## src/rtl/tdl_pkg.sv

```systemverilog
package tdl_pkg;

  // strobes from control to datapath
  typedef struct packed {
    logic loadCfg;    // adopt a new select word this edge
    logic acceptTok;  // inject a token at the head of the chain
  } tdlStrobe_t;

  // one slot of the delay chain
  typedef struct packed {
    logic vld;
    logic up;
  } tdlTok_t;

endpackage

```

## src/rtl/tdl_segment.sv

```systemverilog
module tdl_segment
  import tdl_pkg::*;
#(
  parameter int LEN = 2
) (
  input  logic    clk,
  input  logic    rst,
  input  logic    bypass,
  input  tdlTok_t segIn,
  output tdlTok_t segOut,
  output logic    segHasTok
);

  tdlTok_t slot [LEN];

  always_ff @(posedge clk) begin
    if (rst) begin
      for (int i = 0; i < LEN; i++) slot[i] <= '0;
    end else begin
      slot[0] <= bypass ? '0 : segIn;
      for (int i = 1; i < LEN; i++) slot[i] <= slot[i-1];
    end
  end

  assign segOut = bypass ? segIn : slot[LEN-1];

  always_comb begin
    segHasTok = 1'b0;
    for (int i = 0; i < LEN; i++) segHasTok = segHasTok | slot[i].vld;
  end

  // a bypassed, empty segment never picks up a token
  AST_BYPASS_STAYS_EMPTY: assert property (@(posedge clk) disable iff (rst)
    (bypass && !segHasTok) |=> !segHasTok);

endmodule

```

## src/rtl/tdl_datapath.sv

```systemverilog
module tdl_datapath
  import tdl_pkg::*;
#(
  parameter int NUM_STAGES = 14,
  parameter int SEG_COUNT  = 4,
  parameter int BASE_LEN   = 2,
  localparam int SEL_W     = NUM_STAGES * SEG_COUNT
) (
  input  logic             clk,
  input  logic             rst,
  input  tdlStrobe_t       strb,
  input  logic             upIn,
  input  logic [SEL_W-1:0] delaySel,
  output logic             reqOut,
  output logic             upOut,
  output logic             tokEmerge,
  output logic             lineHasTok
);

  logic [SEL_W-1:0] cfgQ;
  tdlTok_t          link [SEL_W+1];
  logic [SEL_W-1:0] segBusy;

  always_ff @(posedge clk) begin
    if (rst)               cfgQ <= '0;
    else if (strb.loadCfg) cfgQ <= delaySel;
  end

  assign link[0] = '{vld: strb.acceptTok, up: upIn};

  for (genvar s = 0; s < NUM_STAGES; s++) begin : gStage
    for (genvar k = 0; k < SEG_COUNT; k++) begin : gSeg
      localparam int IDX = s * SEG_COUNT + k;
      localparam int LEN = BASE_LEN << k;
      tdl_segment #(.LEN(LEN)) uSeg (
        .clk      (clk),
        .rst      (rst),
        .bypass   (!cfgQ[IDX]),
        .segIn    (link[IDX]),
        .segOut   (link[IDX+1]),
        .segHasTok(segBusy[IDX])
      );
    end
  end

  assign tokEmerge  = link[SEL_W].vld;
  assign lineHasTok = |segBusy;

  // output reshaping register: one clean pulse per token, held direction bit
  always_ff @(posedge clk) begin
    if (rst) begin
      reqOut <= 1'b0;
      upOut  <= 1'b0;
    end else begin
      reqOut <= link[SEL_W].vld;
      if (link[SEL_W].vld) upOut <= link[SEL_W].up;
    end
  end

  AST_CFG_FROZEN: assert property (@(posedge clk) disable iff (rst)
    lineHasTok |-> !strb.loadCfg);

  AST_UP_HOLD: assert property (@(posedge clk) disable iff (rst)
    !reqOut |-> $stable(upOut));

endmodule

```

## src/rtl/tdl_control.sv

```systemverilog
module tdl_control
  import tdl_pkg::*;
#(
  parameter int MAX_DELAY = 420,
  localparam int CNT_W    = $clog2(MAX_DELAY + 2)
) (
  input  logic       clk,
  input  logic       rst,
  input  logic       reqIn,
  input  logic       tokEmerge,
  output tdlStrobe_t strb,
  output logic       busy
);

  logic [CNT_W-1:0] inFlight;

  always_ff @(posedge clk) begin
    if (rst) inFlight <= '0;
    else     inFlight <= inFlight + CNT_W'(reqIn) - CNT_W'(tokEmerge);
  end

  assign busy           = (inFlight != '0);
  assign strb.acceptTok = reqIn;
  assign strb.loadCfg   = !busy && !reqIn;

  AST_POP_HAS_SOURCE: assert property (@(posedge clk) disable iff (rst)
    tokEmerge |-> (busy || reqIn));

  AST_NO_OVERFLOW: assert property (@(posedge clk) disable iff (rst)
    (inFlight <= CNT_W'(MAX_DELAY)) || tokEmerge);

endmodule

```

## src/rtl/token_delay_line.sv

```systemverilog
module token_delay_line
  import tdl_pkg::*;
#(
  parameter int NUM_STAGES = 14,
  parameter int SEG_COUNT  = 4,
  parameter int BASE_LEN   = 2,
  localparam int SEL_W     = NUM_STAGES * SEG_COUNT,
  localparam int MAX_DELAY = NUM_STAGES * BASE_LEN * ((1 << SEG_COUNT) - 1)
) (
  input  logic             clk,
  input  logic             rst,
  input  logic             reqIn,
  input  logic             upIn,
  input  logic [SEL_W-1:0] delaySel,
  output logic             reqOut,
  output logic             upOut,
  output logic             busy
);

  tdlStrobe_t strb;
  logic       tokEmerge;
  logic       lineHasTok;

  tdl_control #(.MAX_DELAY(MAX_DELAY)) uCtrl (
    .clk      (clk),
    .rst      (rst),
    .reqIn    (reqIn),
    .tokEmerge(tokEmerge),
    .strb     (strb),
    .busy     (busy)
  );

  tdl_datapath #(
    .NUM_STAGES(NUM_STAGES),
    .SEG_COUNT (SEG_COUNT),
    .BASE_LEN  (BASE_LEN)
  ) uDp (
    .clk       (clk),
    .rst       (rst),
    .strb      (strb),
    .upIn      (upIn),
    .delaySel  (delaySel),
    .reqOut    (reqOut),
    .upOut     (upOut),
    .tokEmerge (tokEmerge),
    .lineHasTok(lineHasTok)
  );

  AST_IDLE_QUIET: assert property (@(posedge clk) disable iff (rst)
    (!busy && !reqIn) |=> !reqOut);

endmodule

```

## config.mk

```make
export PLATFORM = sky130hd
export DESIGN_NAME = token_delay_line
export DESIGN_NICKNAME = d
export VERILOG_FILES = /design/src/rtl/tdl_pkg.sv /design/src/rtl/tdl_segment.sv /design/src/rtl/tdl_datapath.sv /design/src/rtl/tdl_control.sv /design/src/rtl/token_delay_line.sv
export SDC_FILE = /design/constraint.sdc
export NUM_CORES = 1
export LEC_CHECK = 0
export BUFFER_PORTS_ARGS = -buffer_cell sky130_fd_sc_hd__buf_2
export CAP_MARGIN = 20
export CORE_UTILIZATION = 65
export DETAILED_ROUTE_END_ITERATION = 12
export PLACE_DENSITY = 0.82
export SLEW_MARGIN = 30
export SYNTH_ARGS = -nofsm -noshare
export SYNTH_HDL_FRONTEND = slang
export SYNTH_SLANG_ARGS = --single-unit
export TNS_END_PERCENT = 100
```

## constraint.sdc

```tcl
create_clock -name clk -period 13.2 [get_ports clk]
set_input_delay 3.3 -clock clk [delete_from_list [all_inputs] [get_ports clk]]
set_output_delay 3.3 -clock clk [all_outputs]
set_load 0.05 [all_outputs]
```

==> results of run 1 <==
==> final cells by class <==
| class | instances | area share |
|---|---|---|
| Timing Repair Buffer | 69 | 0.0135 |
| Multi-Input combinational cell | 1461 | 0.282 |
| Clock inverter | 29 | 0.0141 |
| Sequential cell | 907 | 0.583 |
| Tap cell | 539 | 0.0217 |
| Clock buffer | 123 | 0.0807 |
| Inverter | 41 | 0.00494 |
==> layout by cell type (no fill, tap or decap), drive strengths merged, types with 22 or more instances in the layout <==
master,count
dfxtp,907
nor2b,750
nand2,176
clkbuf,123
a21oi,109
nor2,89
buf,69
nand2b,49
inv,43
o21ai,33
nor3,27
nor3b,23
o31ai,22
==> how the worst min path moves through the flow <==
stage,from,to,cells past startpoint
after floorplan,uDp.gStage[0].gSeg[0].uSeg.slot[0][0],uDp.gStage[0].gSeg[0].uSeg.slot[0][2],1
after CTS,uDp.gStage[8].gSeg[3].uSeg.slot[0][9],uDp.gStage[8].gSeg[3].uSeg.slot[0][11],1
after global placement,uDp.gStage[10].gSeg[2].uSeg.slot[0][0],uDp.gStage[10].gSeg[2].uSeg.slot[0][2],1
after detailed placement,uDp.gStage[7].gSeg[1].uSeg.slot[2][0],uDp.gStage[7].gSeg[1].uSeg.slot[3][0],1
after global routing,uDp.gStage[8].gSeg[3].uSeg.slot[0][9],uDp.gStage[8].gSeg[3].uSeg.slot[0][11],1
final,uDp.gStage[8].gSeg[3].uSeg.slot[0][9],uDp.gStage[8].gSeg[3].uSeg.slot[0][11],1
==> synthesized netlist by cell type, drive strengths merged, types with 6 or more instances <==
master,number
dfxtp,907
nor3,27
a21oi,109
inv,41
o21a,11
buf,22
nor3b,23
and3b,17
ha,12
nor2,89
nor2b,750
clkbuf,114
nand3b,17
mux2i,8
o21ai,33
o31ai,22
a21o,6
nand3,7
nand2b,49
a211oi,20
or3,8
nand2,176
==> sequential cells by signal, summed over array words and instances, names as in the netlist <==
| register | flops |
|---|---|
| uDp.gStage.gSeg.uSeg.slot | 840 |
| uDp.cfgQ | 56 |
| uDp.reqOut | 1 |
| uDp.upOut | 1 |
| uCtrl.inFlight | 9 |
==> worst max-delay path: cells and delay by family <==
family                   cells  cell delay [ns]
buffers and inverters        4             0.34
AO/OA/AOI/OAI               10             2.02
AND/OR/NAND/NOR              5             0.79
multiplexers                 1             0.24
adder cells (fa/ha/maj)      3             0.72
==> per-layer routing <==
layer / GRT usage / wire length, um / vias up
li1: - / - / 8092
met1: 0.287 / 21500 / 7548
met2: 0.342 / 21400 / 255
met3: 0.0405 / 1510 / 91
met4: 0.0799 / 1260 / 0
met5: 0 / 0 / -
==> power by group through the flow <==
| stage | clock (mW) | combinational [mW] | sequential, mW |
|---|---|---|---|
| 2_1_floorplan | 0 | 0.678 | 2.88 |
| 3_3_place_gp | 0 | 0.847 | 2.90 |
| 3_5_place_dp | 0 | 0.891 | 2.90 |
| 4_1_cts | 2.55 | 0.910 | 2.84 |
| 5_1_grt | 2.66 | 1.01 | 2.85 |
| 6_report | 2.50 | 0.913 | 2.84 |
==> kinds of logic after synthesis <==
kind of cell | Yosys count
AND/OR/NAND/NOR | 1184
flip-flops | 907
AO/OA/AOI/OAI | 247
buffers and inverters | 177
adder cells (fa/ha/maj) | 13
multiplexers | 12
XOR/XNOR | 5
==> through the flow <==
stage               utilization  power [mW]  hold slack (ns)  instance area, um^2
floorplan                     -        3.55            0.414                27700
global placement          0.671        3.74            0.415                28200
detailed placement        0.671        3.79            0.420                28200
CTS                       0.742        6.30            0.431                31100
global route              0.743        6.52            0.436                31100
finish                    0.743        6.26            0.427                31100
==> results.py, run 1 <==
metrics = {
    "routing": {
        "drc": 0,
        "dr.pass1.iters": 7,
        "routed_wl_mm": 45.6,
        "vias": 15986,
        "vias_per_cell": 5.04,
        "antenna_left": 0,
        "first_iter_violations": 862,
        "wl_per_cell_um": 14.4,
    },
    "synthesis": {
        "yosys_warnings": 0,
        "synth-compound-area-share": 0.0582,
        "yosysTopAreaCell": "dfxtp_1",
        "avgSynthCellArea_um2": 10.9,
        "ys.flop_type": "dfxtp_1",
        "synth_fp_nets": 2618,
        "synth_cell_type_count": 72,
        "syn_inst": 2545,
        "ys_seq_elements": 907,
        "synth_top_area_share": 0.656,
        "synth_xor_area_frac": 0.00158,
        "synth_edf_count": 0,
        "synth-seq-area-share": 0.656,
        "synth_top_family_by_area": "simple AND/OR/NAND/NOR gates",
        "synth.area.mux_share": 0.00452,
        "synth_adder_area_share": 0.00615,
        "netlist_area_um2": 27700,
        "synthSimpleGateAreaFrac": 0.247,
        "async_flop_share": 0,
        "ys_top_cells_by_area": "dfxtp_1, nor2b_1, nand2_1, a21oi_1, clkbuf_1",
    },
    "cts": {
        "clockBufferDepth": 3,
        "htreeDepth": 3,
        "hold_buffers": 0,
        "cts_tree": "built",
        "clock_latency_ns": 0.61,
        "cts-root-buf": "clkbuf_16",
        "clock_sink_count": 907,
        "cts_resized": 0,
        "clk_pin_slew_ns": 0.06,
        "postCtsSetupBuffers": 0,
        "cts_buffers": 84,
    },
    "critical_path": {
        "crit_path_frequent_cell": "a21oi_1",
        "required_ns": 13.72,
        "start_kind": "primary input",
        "critPathLaunch": "reqIn",
        "slowest_stage": "o211a_1",
        "cp-end-kind": "flip-flop",
        "critPathMaxStageDelay_ns": 0.36,
        "worst_ep_arrival_time_ns": 7.42,
        "r2r_cells": 22,
        "rr_startpoint": "uDp.cfgQ[27]",
        "path_cells": "buf_2 > mux2i_1 > nand2_1 > nand4_1 > a21oi_1 > o211a_1 > o21a_1 > a211oi_2 > nor2_1 > ha_1 > inv_1 > ha_1 > inv_1 > fa_1 > inv_1 > a21oi_1 > nor2_1 > o21ai_0 > a21oi_1 > o21ai_0 > a21oi_1 > or3_1 > a21oi_1",
        "cp_max_fo": 6,
        "r2r-end": "uCtrl.inFlight[8]",
        "critPathKind": "primary input to flip-flop",
        "r2r_slack_ns": 8.24,
        "endpoint": "uCtrl.inFlight[8]",
    },
    "power_and_ir_drop": {
        "p_leak_nw": 12.2,
        "pwr-share-clk": 0.400,
        "switchingPower_mw": 1.60,
        "power_density_nw_per_um2": 201,
        "pwr-share-seq": 0.454,
        "switching_share": 0.255,
        "ir_drop_v": 0.000115,
        "p_int_mw": 4.66,
        "power_frac_comb": 0.146,
    },
    "sta": {
        "grt_setup_unrepaired": "false",
        "setup_viol": 0,
        "clock.fmax_mhz": 145,
        "layout_setup_ws_ns": 6.30,
        "final.setup.tns_ns": 0,
        "finalHoldViolCount": 0,
        "fin_crit_sh": 0.522,
        "finalMaxSlewViolations": 0,
        "finClkSkew_ns": 0.0244,
        "max-slew-margin-rel": 0.318,
        "fin_crit_ns": 6.90,
        "tightest_slew_ns": 1.02,
    },
    "place": {
        "dp_cells": 3016,
        "port_buffers": 62,
        "gp_congestion": 0.857,
        "pre_cts_ws_ns": 5.78,
        "place_hpwl_mm": 26.2,
    },
    "finish": {
        "nFillCells": 2717,
        "antenna_cells": 0,
        "fin_cells": 3169,
        "area_growth_pct": 12.6,
        "nets": 2637,
        "drive_above_1_share": 0.0882,
        "register_area_um2": 18200,
        "multi_input_area_um2": 8790,
    },
    "floorplan": {
        "start_util": 0.659,
        "die_y_um": 208,
        "die-area_um2": 43400,
        "core-area_um2": 41900,
        "ios": 63,
        "rows": 75,
        "die_width_um": 208,
    },
    "global_route": {
        "grt_antenna_before_repair": 1,
        "grt_max_degree": 243,
        "track_usage": 0.213,
        "grt_overflow": 0,
        "grt_pass1_wl_mm": 76.2,
        "grt_pass1_vias": 15881,
    },
    "outcome": {
        "outcome": "complete, no violations",
    },
    "hold_path": {
        "hp-class": "flip-flop to flip-flop",
    },
    "run": {
        "maxCapViolations": 0,
    },
}
No activity file was read; power rests on OpenSTA's default activity.
==> inputs of run 2 (changes only) <==
--- a/config.mk
+++ b/config.mk
@@ -7,9 +7,9 @@
 export LEC_CHECK = 0
 export BUFFER_PORTS_ARGS = -buffer_cell sky130_fd_sc_hd__buf_2
 export CAP_MARGIN = 20
-export CORE_UTILIZATION = 65
+export CORE_UTILIZATION = 55
 export DETAILED_ROUTE_END_ITERATION = 12
-export PLACE_DENSITY = 0.82
+export PLACE_DENSITY = 0.74
 export SLEW_MARGIN = 30
 export SYNTH_ARGS = -nofsm -noshare
 export SYNTH_HDL_FRONTEND = slang
==> constraint.sdc (replaced) <==
create_clock -name clk -period 6 [get_ports clk]
set_input_delay 1.5 -clock clk [delete_from_list [all_inputs] [get_ports clk]]
set_output_delay 1.5 -clock clk [all_outputs]
set_load 0.05 [all_outputs]
==> run 2 against run 1 <==
Against the previous run: final cell count grew 4.1%; wire length shrank 1.6%; critical path depth is the same; flip-flop and latch count is the same; power grew 120%; clock power grew 120%; design area grew 0.76%; sequential share of layout area shrank 0.44 points; first-iteration DRC count grew 6.5%; sequential power grew 120%; highest routed layer unchanged.
==> results.py, run 2 (synthesized netlist as in run 1, its figures left out) <==
metrics = {
    "critical_path": {
        "r2r_slack_ns": 1.17,
        "crit_buf_inv": 4,
        "crit_path_frequent_cell": "a21oi_1",
        "endpoint": "uCtrl.inFlight[8]",
        "cp-end-kind": "flip-flop",
        "r2r-end": "uCtrl.inFlight[8]",
        "path_cells": "buf_2 > mux2i_1 > nand2_1 > nand4_1 > a21oi_1 > o211a_1 > o21a_1 > a211oi_2 > nor2_1 > ha_1 > inv_1 > ha_1 > inv_1 > fa_1 > inv_1 > a21oi_1 > nor2_1 > o21ai_0 > a21oi_1 > o21ai_0 > a21oi_1 > or3_1 > a21oi_1",
        "required_ns": 6.55,
        "r2r_cells": 22,
        "critPathKind": "primary input to flip-flop",
        "worst_ep_arrival_time_ns": 5.57,
        "start_kind": "primary input",
        "cp_max_fo": 6,
        "slowest_stage": "o211a_1",
        "critPathMaxStageDelay_ns": 0.39,
        "crit_cells": 23,
        "rr_startpoint": "uDp.cfgQ[25]",
        "critPathLaunch": "reqIn",
        "crit_family": "compound AO/OA/AOI/OAI gates",
    },
    "cts": {
        "cts_tree": "built",
        "htreeDepth": 3,
        "cts_buffers": 84,
        "cts_resized": 0,
        "postCtsSetupBuffers": 0,
        "clock_sink_count": 907,
        "clockBufferDepth": 3,
        "hold_buffers": 0,
        "clk_pin_slew_ns": 0.06,
        "cts-root-buf": "clkbuf_16",
        "clock_latency_ns": 0.63,
    },
    "power_and_ir_drop": {
        "ir_drop_v": 0.000320,
        "power_density_nw_per_um2": 438,
        "power_mw": 13.8,
        "p_leak_nw": 12.3,
    },
    "routing": {
        "vias_per_cell": 4.82,
        "first_iter_violations": 918,
        "dr.pass1.iters": 5,
        "vias": 15919,
        "routed_wl_mm": 44.9,
        "drc": 0,
        "antenna_left": 0,
        "wl_per_cell_um": 13.6,
    },
    "run": {
        "maxCapViolations": 0,
    },
    "place": {
        "gp_congestion": 0.867,
        "place_hpwl_mm": 26.6,
        "port_buffers": 62,
    },
    "floorplan": {
        "start_util": 0.562,
        "core-area_um2": 49300,
        "die_y_um": 226,
        "die_width_um": 226,
        "ios": 63,
        "rows": 81,
        "die-area_um2": 51200,
    },
    "global_route": {
        "grt_pass1_wl_mm": 76.3,
        "grt_pass1_vias": 15813,
        "grt_overflow": 0,
        "grt_max_degree": 166,
        "grt_antenna_before_repair": 1,
        "track_usage": 0.183,
    },
    "sta": {
        "finClkSkew_ns": 0.0208,
        "fin_crit_ns": 5.02,
        "clock.fmax_mhz": 199,
        "fin_crit_sh": 0.837,
        "setup_viol": 0,
        "tightest_slew_ns": 0.788,
        "finalHoldViolCount": 0,
        "finalMaxSlewViolations": 0,
        "final.setup.tns_ns": 0,
        "max-slew-margin-rel": 0.475,
        "grt_setup_unrepaired": "false",
    },
    "finish": {
        "regMostFlops": "uDp.gStage.gSeg.uSeg.slot",
        "area_growth_pct": 13.5,
        "largest_register_ffs": 840,
        "drive_above_1_share": 0.0915,
        "layout_common_cells": "dfxtp_1, nor2b_1, nand2_1, a21oi_1, nor2_1",
        "layout_commonest_cell": "dfxtp_1",
        "reg_top3": "uDp.gStage.gSeg.uSeg.slot: 840 flops, uDp.cfgQ: 56 flops, uCtrl.inFlight: 9 flops",
        "nets": 2642,
    },
    "hold_path": {
        "hp-class": "flip-flop to flip-flop",
    },
    "outcome": {
        "outcome": "complete, no violations",
    },
}
==> run 2: cell types whose count changed in the layout (fill, tap and decap cells not counted), moves of 2 or more <==
cell,previous run,this run
clkbuf_8,20,26
clkinv_8,2,0
buf_4,3,7
clkbuf_1,16,12
clkinv_2,11,13
clkinv_4,2,0
buf_12,2,4
==> run 2: how the worst min path moves through the flow <==
stage	from	to	slack [ns]	depth (start not counted)
6_report	uDp.gStage[8].gSeg[3].uSeg.slot[0][3]	uDp.gStage[8].gSeg[3].uSeg.slot[0][5]	0.42	1
5_1_grt	uDp.gStage[9].gSeg[3].uSeg.slot[1][6]	uDp.gStage[9].gSeg[3].uSeg.slot[1][8]	0.43	1
4_1_cts	uDp.gStage[1].gSeg[3].uSeg.slot[2][0]	uDp.gStage[1].gSeg[3].uSeg.slot[2][2]	0.43	1
3_5_place_dp	uDp.gStage[12].gSeg[3].uSeg.slot[1][3]	uDp.gStage[12].gSeg[3].uSeg.slot[1][5]	0.42	1
3_3_place_gp	uDp.gStage[1].gSeg[1].uSeg.slot[0][1]	uDp.gStage[1].gSeg[1].uSeg.slot[1][1]	0.42	1
2_1_floorplan	uDp.gStage[0].gSeg[0].uSeg.slot[0][0]	uDp.gStage[0].gSeg[0].uSeg.slot[0][2]	0.41	1
==> run 2: area by class of cell <==
class / instances / area, um^2
Antenna cell: 1 / 2.50
Clock buffer: 125 / 2580
Clock inverter: 27 / 389
Fill cell: 3875 / 17900
Inverter: 41 / 154
Multi-Input combinational cell: 1461 / 8790
Sequential cell: 907 / 18200
Tap cell: 664 / 831
Timing Repair Buffer: 74 / 480
==> run 2: routing by layer <==
metal,share of wire,global-route usage,vias up,routed length (um)
li1,-,-,8105,-
met1,0.49,0.250,7461,22000
met2,0.44,0.284,258,19900
met3,0.042,0.0391,95,1880
met4,0.025,0.0665,0,1120
met5,0,0,-,0
==> run 2: metrics by stage <==
stage | instance area [um^2] | worst slack (ns) | util | hold WS (ns) | cells
floorplan | 27700 | 1.23 | - | 0.414 | 2545
global placement | 28400 | 0.497 | 0.576 | 0.415 | 3146
detailed placement | 28400 | 0.377 | 0.576 | 0.420 | 3146
CTS | 31400 | 1.02 | 0.637 | 0.427 | 3298
global route | 31400 | 0.684 | 0.637 | 0.434 | 3300
finish | 31400 | 0.978 | 0.637 | 0.425 | 3300
==> run 2: power by group <==
part	internal [mW]	switching, mW	total (mW)	leakage (nW)
combinational	0.767	1.21	1.98	3.48
clock	3.37	2.18	5.55	1.47
sequential	6.13	0.102	6.24	7.31
total	10.3	3.49	13.8	12.3
